$ cat config.mk
export PLATFORM = sky130hd
export DESIGN_NAME = fpu_unpack
export DESIGN_NICKNAME = d
export VERILOG_FILES = /design/src/rtl/fpu_unpack_pkg.sv /design/src/rtl/fpu_unpack_field.sv /design/src/rtl/fpu_unpack_lzc.sv /design/src/rtl/fpu_unpack_norm.sv /design/src/rtl/fpu_unpack.sv
export SDC_FILE = /design/constraint.sdc
export NUM_CORES = 1
export LEC_CHECK = 0
export ABC_AREA = 1
export BUFFER_PORTS_ARGS = -buffer_cell sky130_fd_sc_hd__clkbuf_2
export CORE_MARGIN = 2
export CORE_UTILIZATION = 40
export DETAILED_ROUTE_END_ITERATION = 12
export GPL_TIMING_DRIVEN = 0
export SLEW_MARGIN = 25
export SYNTH_ARGS = -nofsm -noshare
export SYNTH_HDL_FRONTEND = slang
export SYNTH_SLANG_ARGS = --single-unit
$ cat constraint.sdc
create_clock -name clk -period 6.4 [get_ports clk]
set_clock_uncertainty 0.2 [all_clocks]
set_input_delay 1.28 -clock clk [delete_from_list [all_inputs] [get_ports clk]]
set_output_delay 1.28 -clock clk [all_outputs]
set_load 0.005 [all_outputs]
$ cat src/rtl/fpu_unpack_pkg.sv
package fpu_unpack_pkg;

  // Signed class code: negative values are the NaN kinds.
  typedef enum logic [2:0] {
    CLS_ZERO = 3'b000,
    CLS_NUM  = 3'b001,
    CLS_INF  = 3'b010,
    CLS_SNAN = 3'b110,
    CLS_QNAN = 3'b111
  } fp_class_e;

endpackage

$ cat src/rtl/fpu_unpack_field.sv
// Splits the packed operand into sign, exponent field and a left-aligned
// fraction, for either format.
module fpu_unpack_field #(
  parameter int FRAC_W  = 52,
  parameter int EXP_FW  = 11,
  parameter int SFRAC_W = 23,
  parameter int SEXP_FW = 8,
  parameter int EXP_W   = 13,
  localparam int IN_W   = 1 + EXP_FW + FRAC_W,
  localparam int SIN_W  = 1 + SEXP_FW + SFRAC_W
) (
  input  logic                    dbl,
  input  logic [IN_W-1:0]         bits,
  output logic                    sign,
  output logic [FRAC_W-1:0]       frac,
  output logic [EXP_FW-1:0]       exp_field,
  output logic                    exp_max,
  output logic                    exp_zero,
  output logic signed [EXP_W-1:0] bias
);
  localparam int DBIAS = (1 << (EXP_FW - 1)) - 1;
  localparam int SBIAS = (1 << (SEXP_FW - 1)) - 1;
  localparam int PAD_W = FRAC_W - SFRAC_W;

  logic [SEXP_FW-1:0] s_exp;
  assign s_exp = bits[SIN_W-2 -: SEXP_FW];

  always_comb begin
    if (dbl) begin
      sign      = bits[IN_W-1];
      exp_field = bits[IN_W-2 -: EXP_FW];
      frac      = bits[FRAC_W-1:0];
      exp_max   = &bits[IN_W-2 -: EXP_FW];
      exp_zero  = ~|bits[IN_W-2 -: EXP_FW];
      bias      = EXP_W'(DBIAS);
    end else begin
      // Upper half of bits is never looked at in single format.
      sign      = bits[SIN_W-1];
      exp_field = EXP_FW'(s_exp);
      frac      = {bits[SFRAC_W-1:0], {PAD_W{1'b0}}};
      exp_max   = &s_exp;
      exp_zero  = ~|s_exp;
      bias      = EXP_W'(SBIAS);
    end
  end
endmodule

$ cat src/rtl/fpu_unpack_lzc.sv
// Leading-zero count of a nonzero vector, in one level of logic.
module fpu_unpack_lzc #(
  parameter int W = 52,
  localparam int CW = $clog2(W)
) (
  input  logic [W-1:0]  vec,
  output logic [CW-1:0] cnt
);
  always_comb begin
    cnt = '0;
    for (int i = 0; i < W; i++) begin
      if (vec[i]) cnt = CW'(W - 1 - i);
    end
  end
endmodule

$ cat src/rtl/fpu_unpack_norm.sv
// Classifies the operand and builds the exponent and mantissa.
module fpu_unpack_norm
  import fpu_unpack_pkg::*;
#(
  parameter int FRAC_W = 52,
  parameter int EXP_FW = 11,
  parameter int NG     = 2,
  parameter int SPARE  = 3,
  parameter int EXP_W  = 13,
  localparam int MANT_W = SPARE + 1 + FRAC_W + NG,
  localparam int LZW    = $clog2(FRAC_W)
) (
  input  logic [FRAC_W-1:0]       frac,
  input  logic [EXP_FW-1:0]       exp_field,
  input  logic                    exp_max,
  input  logic                    exp_zero,
  input  logic signed [EXP_W-1:0] bias,
  output fp_class_e               cls,
  output logic signed [EXP_W-1:0] exp_o,
  output logic [MANT_W-1:0]       mant
);
  logic [LZW-1:0]    lz;
  logic [LZW:0]      shamt;
  logic [FRAC_W-1:0] den_frac;
  logic              frac_nz;

  fpu_unpack_lzc #(.W(FRAC_W)) u_lzc (.vec(frac), .cnt(lz));

  assign frac_nz  = |frac;
  // One extra shift drops the leading one into the integer bit.
  assign shamt    = {1'b0, lz} + 1'b1;
  assign den_frac = frac << shamt;

  always_comb begin
    cls   = CLS_ZERO;
    exp_o = '0;
    mant  = '0;
    if (exp_max) begin
      if (frac_nz) begin
        cls  = frac[FRAC_W-1] ? CLS_QNAN : CLS_SNAN;
        mant = {{(SPARE + 1){1'b0}}, frac, {NG{1'b0}}};
      end else begin
        cls = CLS_INF;
      end
    end else if (exp_zero) begin
      if (frac_nz) begin
        cls   = CLS_NUM;
        exp_o = EXP_W'(1) - bias - EXP_W'(shamt);
        mant  = {{SPARE{1'b0}}, 1'b1, den_frac, {NG{1'b0}}};
      end
    end else begin
      cls   = CLS_NUM;
      exp_o = EXP_W'(exp_field) - bias;
      mant  = {{SPARE{1'b0}}, 1'b1, frac, {NG{1'b0}}};
    end
  end
endmodule

$ cat src/rtl/fpu_unpack.sv
module fpu_unpack
  import fpu_unpack_pkg::*;
#(
  parameter int FRAC_W  = 52,
  parameter int EXP_FW  = 11,
  parameter int SFRAC_W = 23,
  parameter int SEXP_FW = 8,
  parameter int NG      = 2,
  parameter int SPARE   = 3,
  parameter int EXP_W   = 13,
  localparam int IN_W    = 1 + EXP_FW + FRAC_W,
  localparam int MANT_W  = SPARE + 1 + FRAC_W + NG,
  localparam int ONE_POS = NG + FRAC_W,
  localparam int QBIT    = ONE_POS - 1
) (
  input  logic                    clk,
  input  logic                    rst,
  input  logic                    in_valid,
  output logic                    in_ready,
  input  logic                    in_dbl,
  input  logic [IN_W-1:0]         in_bits,
  output logic                    out_valid,
  input  logic                    out_ready,
  output logic [2:0]              out_class,
  output logic                    out_sign,
  output logic signed [EXP_W-1:0] out_exp,
  output logic [MANT_W-1:0]       out_mant,
  output logic                    out_sticky
);
  logic                    f_sign, f_max, f_zero;
  logic [FRAC_W-1:0]       f_frac;
  logic [EXP_FW-1:0]       f_exp;
  logic signed [EXP_W-1:0] f_bias;
  fp_class_e               n_cls;
  logic signed [EXP_W-1:0] n_exp;
  logic [MANT_W-1:0]       n_mant;
  logic                    accept;

  fpu_unpack_field #(
    .FRAC_W(FRAC_W), .EXP_FW(EXP_FW), .SFRAC_W(SFRAC_W),
    .SEXP_FW(SEXP_FW), .EXP_W(EXP_W)
  ) u_field (
    .dbl(in_dbl), .bits(in_bits), .sign(f_sign), .frac(f_frac),
    .exp_field(f_exp), .exp_max(f_max), .exp_zero(f_zero), .bias(f_bias)
  );

  fpu_unpack_norm #(
    .FRAC_W(FRAC_W), .EXP_FW(EXP_FW), .NG(NG), .SPARE(SPARE), .EXP_W(EXP_W)
  ) u_norm (
    .frac(f_frac), .exp_field(f_exp), .exp_max(f_max), .exp_zero(f_zero),
    .bias(f_bias), .cls(n_cls), .exp_o(n_exp), .mant(n_mant)
  );

  // Output register acts as a one-entry pipeline stage.
  assign in_ready = !out_valid || out_ready;
  assign accept   = in_valid && in_ready;

  always_ff @(posedge clk) begin
    if (rst) begin
      out_valid  <= 1'b0;
      out_class  <= CLS_ZERO;
      out_sign   <= 1'b0;
      out_exp    <= '0;
      out_mant   <= '0;
      out_sticky <= 1'b0;
    end else if (accept) begin
      out_valid  <= 1'b1;
      out_class  <= n_cls;
      out_sign   <= f_sign;
      out_exp    <= n_exp;
      out_mant   <= n_mant;
      out_sticky <= 1'b0;
    end else if (out_ready) begin
      out_valid  <= 1'b0;
    end
  end

  assert_reset_idle_R1: assert property (@(posedge clk)
    rst |=> !out_valid);

  assert_result_follows_R2: assert property (@(posedge clk) disable iff (rst)
    in_valid && in_ready |=> out_valid);

  assert_hold_on_stall_R2: assert property (@(posedge clk) disable iff (rst)
    out_valid && !out_ready |=> out_valid && $stable(out_mant)
      && $stable(out_exp) && $stable(out_class) && $stable(out_sign));

  assert_num_lead_one_R5: assert property (@(posedge clk) disable iff (rst)
    out_valid && out_class == CLS_NUM |->
      out_mant[ONE_POS] && out_mant[MANT_W-1:ONE_POS+1] == '0);

  assert_nan_quiet_bit_R7: assert property (@(posedge clk) disable iff (rst)
    out_valid && out_class[2] |->
      (out_mant[QBIT] == (out_class == CLS_QNAN)) && !out_mant[ONE_POS]);

  assert_special_empty_R8: assert property (@(posedge clk) disable iff (rst)
    out_valid && (out_class == CLS_ZERO || out_class == CLS_INF) |->
      out_mant == '0 && out_exp == '0);

  assert_guard_round_clear_R9: assert property (@(posedge clk) disable iff (rst)
    out_valid |-> out_mant[NG-1:0] == '0);
endmodule

==> run metrics <==
run status=complete, no violations; remaining antenna violation count after routing=0; Rows=51; final wirelength=44.94 mm; ANT cells=0; f_max=159.6 MHz; fraction of layout cells with a size suffix above 1=25.94%; Tmin final=6.267 ns; crit path max fanout=10; Port Buf Inserts=138; GR Overflow Total=0; Crit path top cell by count=nand2_1; Async SR Flop Fraction=0%; Clock Sinks=70; CTS tree=yes; Data required, critical path=6.40 ns; total CTS buffers=9; Via Count=11780; Worst Setup End Kind=flip-flop; register area share after synthesis=17.38%; synthesized instance count=1518; Max Cap Viol=0; vias in the first global route=10490; H-tree Lvls=3; Yosys reg bits=70; vias per inst=5.994; WL per Instance=22.87 µm; clock tree root buffer cell=clkbuf_16; worst skew pair latency=0.33 ns; worst slew margin relative to its limit=31.47%; Setup crit start kind=input pin; Area contributors post-synth=nand2_1 24%, nand3_1 22%, dfxtp_1 17%; Pins Over Slew Limit=0; Ports=147; pwr/cell area=187.4 mW/mm²; P_leak=0.005083 µW; Final Hold Vio Count=0; commonest non-fill, non-tap cell in the layout=nand2_1; Synth top area share=24.17%; # DRC=0; fin nets=1768; RSZ-0062 raised after global routing=true; Final Cycle Share=97.92%; initial antenna violation count=0; Least-Margin Pin Slew=1.017 ns; most frequent cells in the layout=481 x nand2_1, 294 x nand3_1, 135 x clkbuf_2; total die area=0.02131 mm²; die width=146.0 µm; Die H=146.0 µm; GRT Overall Usage=40.09%; Crit Path Category=in -> reg; Post-Route Utilization=54.07%; HPWL after DPL=35.50 mm; area of the core=0.01959 mm²; Post-Route Setup TNS=0 ns; area leader, netlist=nand2_1; largest net degree at the start of global routing=20; EDFF count, synth=0; area grow syn2layout=31.38%; Clock Path Buffers=2; initial DRC count=1401; CP peak stage delay=0.65 ns; Max stage delay cell, worst path=o21ai_1; Initial Utilization=41.15%; Peak VDD IR=0.1420 mV; first-pass GRT wire length=64.27 mm; Final setup violation count=0; routability cong.=1.052; Hold WC Path Type=reg -> reg; Avg Cell Area, Syn=5.311 µm²; crit path DAT=6.27 ns; Cell Area, Synth=0.008061 mm²; drt first pass iters=7; ys flop type=dfxtp_1; clk slew on worst S/H paths=0.06 ns; Netlist cell types=46; synth warn=0
[layer usage]
metal	vias up	GRT usage [%]	wire (µm)
met1	5394	52.24	17730
met5	-	0	0
met4	0	20.98	2798
met2	820	60.26	19070
met3	159	11.07	5336
li1	5405	-	-
[where the power goes]
group | total (µW) | internal (µW) | switching (µW)
logic | 998 | 314 | 685
registers | 476 | 462 | 14.0
clock network | 511 | 306 | 204
total | 1980 | 1080 | 903
[cells in the mapped netlist (6+ instances only)]
master and instances:
nand2_1 519, nand3_1 352, inv_1 99, a21oi_1 93
dfxtp_1 70, nor2_1 68, o21ai_0 64, clkbuf_1 40
or2_2 25, buf_2 23, nand4_1 21, o21ai_1 20
buf_1 17, buf_4 14, nor3_1 13, buf_6 9
o22ai_1 8, nor4_1 7, nand3b_1 6
[kinds of logic (layout without fill, tap and decap cells)]
family	count (synthesis)	in the layout	synth area share (%)
flip-flops	70	70	17.38
other	1	6	0.04652
adder cells (fa/ha/maj)	4	4	0.6209
AO/OA/AOI/OAI	201	201	13.10
multiplexers	2	2	0.2483
buffers and inverters	209	386	11.61
AND/OR/NAND/NOR	1026	1026	56.45
XOR/XNOR	5	5	0.5433
[layout make-up]
type	instances	area, µm²
inverters	106	424.2
well taps	265	331.6
repair buffers	163	953.4
flip-flops and latches	70	1401
fillers	2133	8999
clock buffers	9	225.2
clock inverters	7	80.08
plain buffers	100	705.7
multi-input cells	1244	6461
repair inverters	1	8.758
[worst max-delay path: cells and delay by family]
family | cells | cell delay (ns)
AOI/OAI and AO/OA | 3 | 0.86
adders and majority gates | 1 | 0.16
and+or+nand+nor | 31 | 2.58
buffers and inverters | 9 | 1.38
[state kept, by name, indices dropped and copies added (netlist names)]
signal,cells
out_mant,53
out_class,3
out_exp,12
out_valid,1
out_sign,1
[path summary, 6_finish.rpt]
check | from | end | slack (ns) | depth (start not counted)
max | in_dbl | out_mant[52]$_SDFFE_PP0P_ | 0.13 | 44
min | out_mant[49]$_SDFFE_PP0P_ | out_mant[49]$_SDFFE_PP0P_ | 0.26 | 2
max reg2reg | out_valid$_SDFFE_PP0P_ | out_exp[3]$_SDFFE_PP0P_ | 4.23 | 8
min reg2reg | out_mant[49]$_SDFFE_PP0P_ | out_mant[49]$_SDFFE_PP0P_ | 0.26 | 2
[metrics by stage]
step                instance area [µm²]  total power, µW  instances  hold WS, ns  worst slack [ns]
CTS                                9565             1840       1942       0.2638          0.004988
global placement                   9102             1318       1926       0.2531            -1.384
finish                            10590             1985       1965       0.2628            0.1329
global route                      10590             2079       1965       0.2751           -0.3212
floorplan                          8080             1014       1523       0.2618            0.4831
detailed placement                 9102             1318       1926       0.2548            -1.350
[repair_timing]
item                       4_1_cts  5_1_grt
hold buffers                     0        0
setup endpoints to repair       62       62
cloned                           0        4
pin swaps                        2       41
buffers inserted                 3       19
resized for setup               59      221
Power figures use the tool's default switching activity.
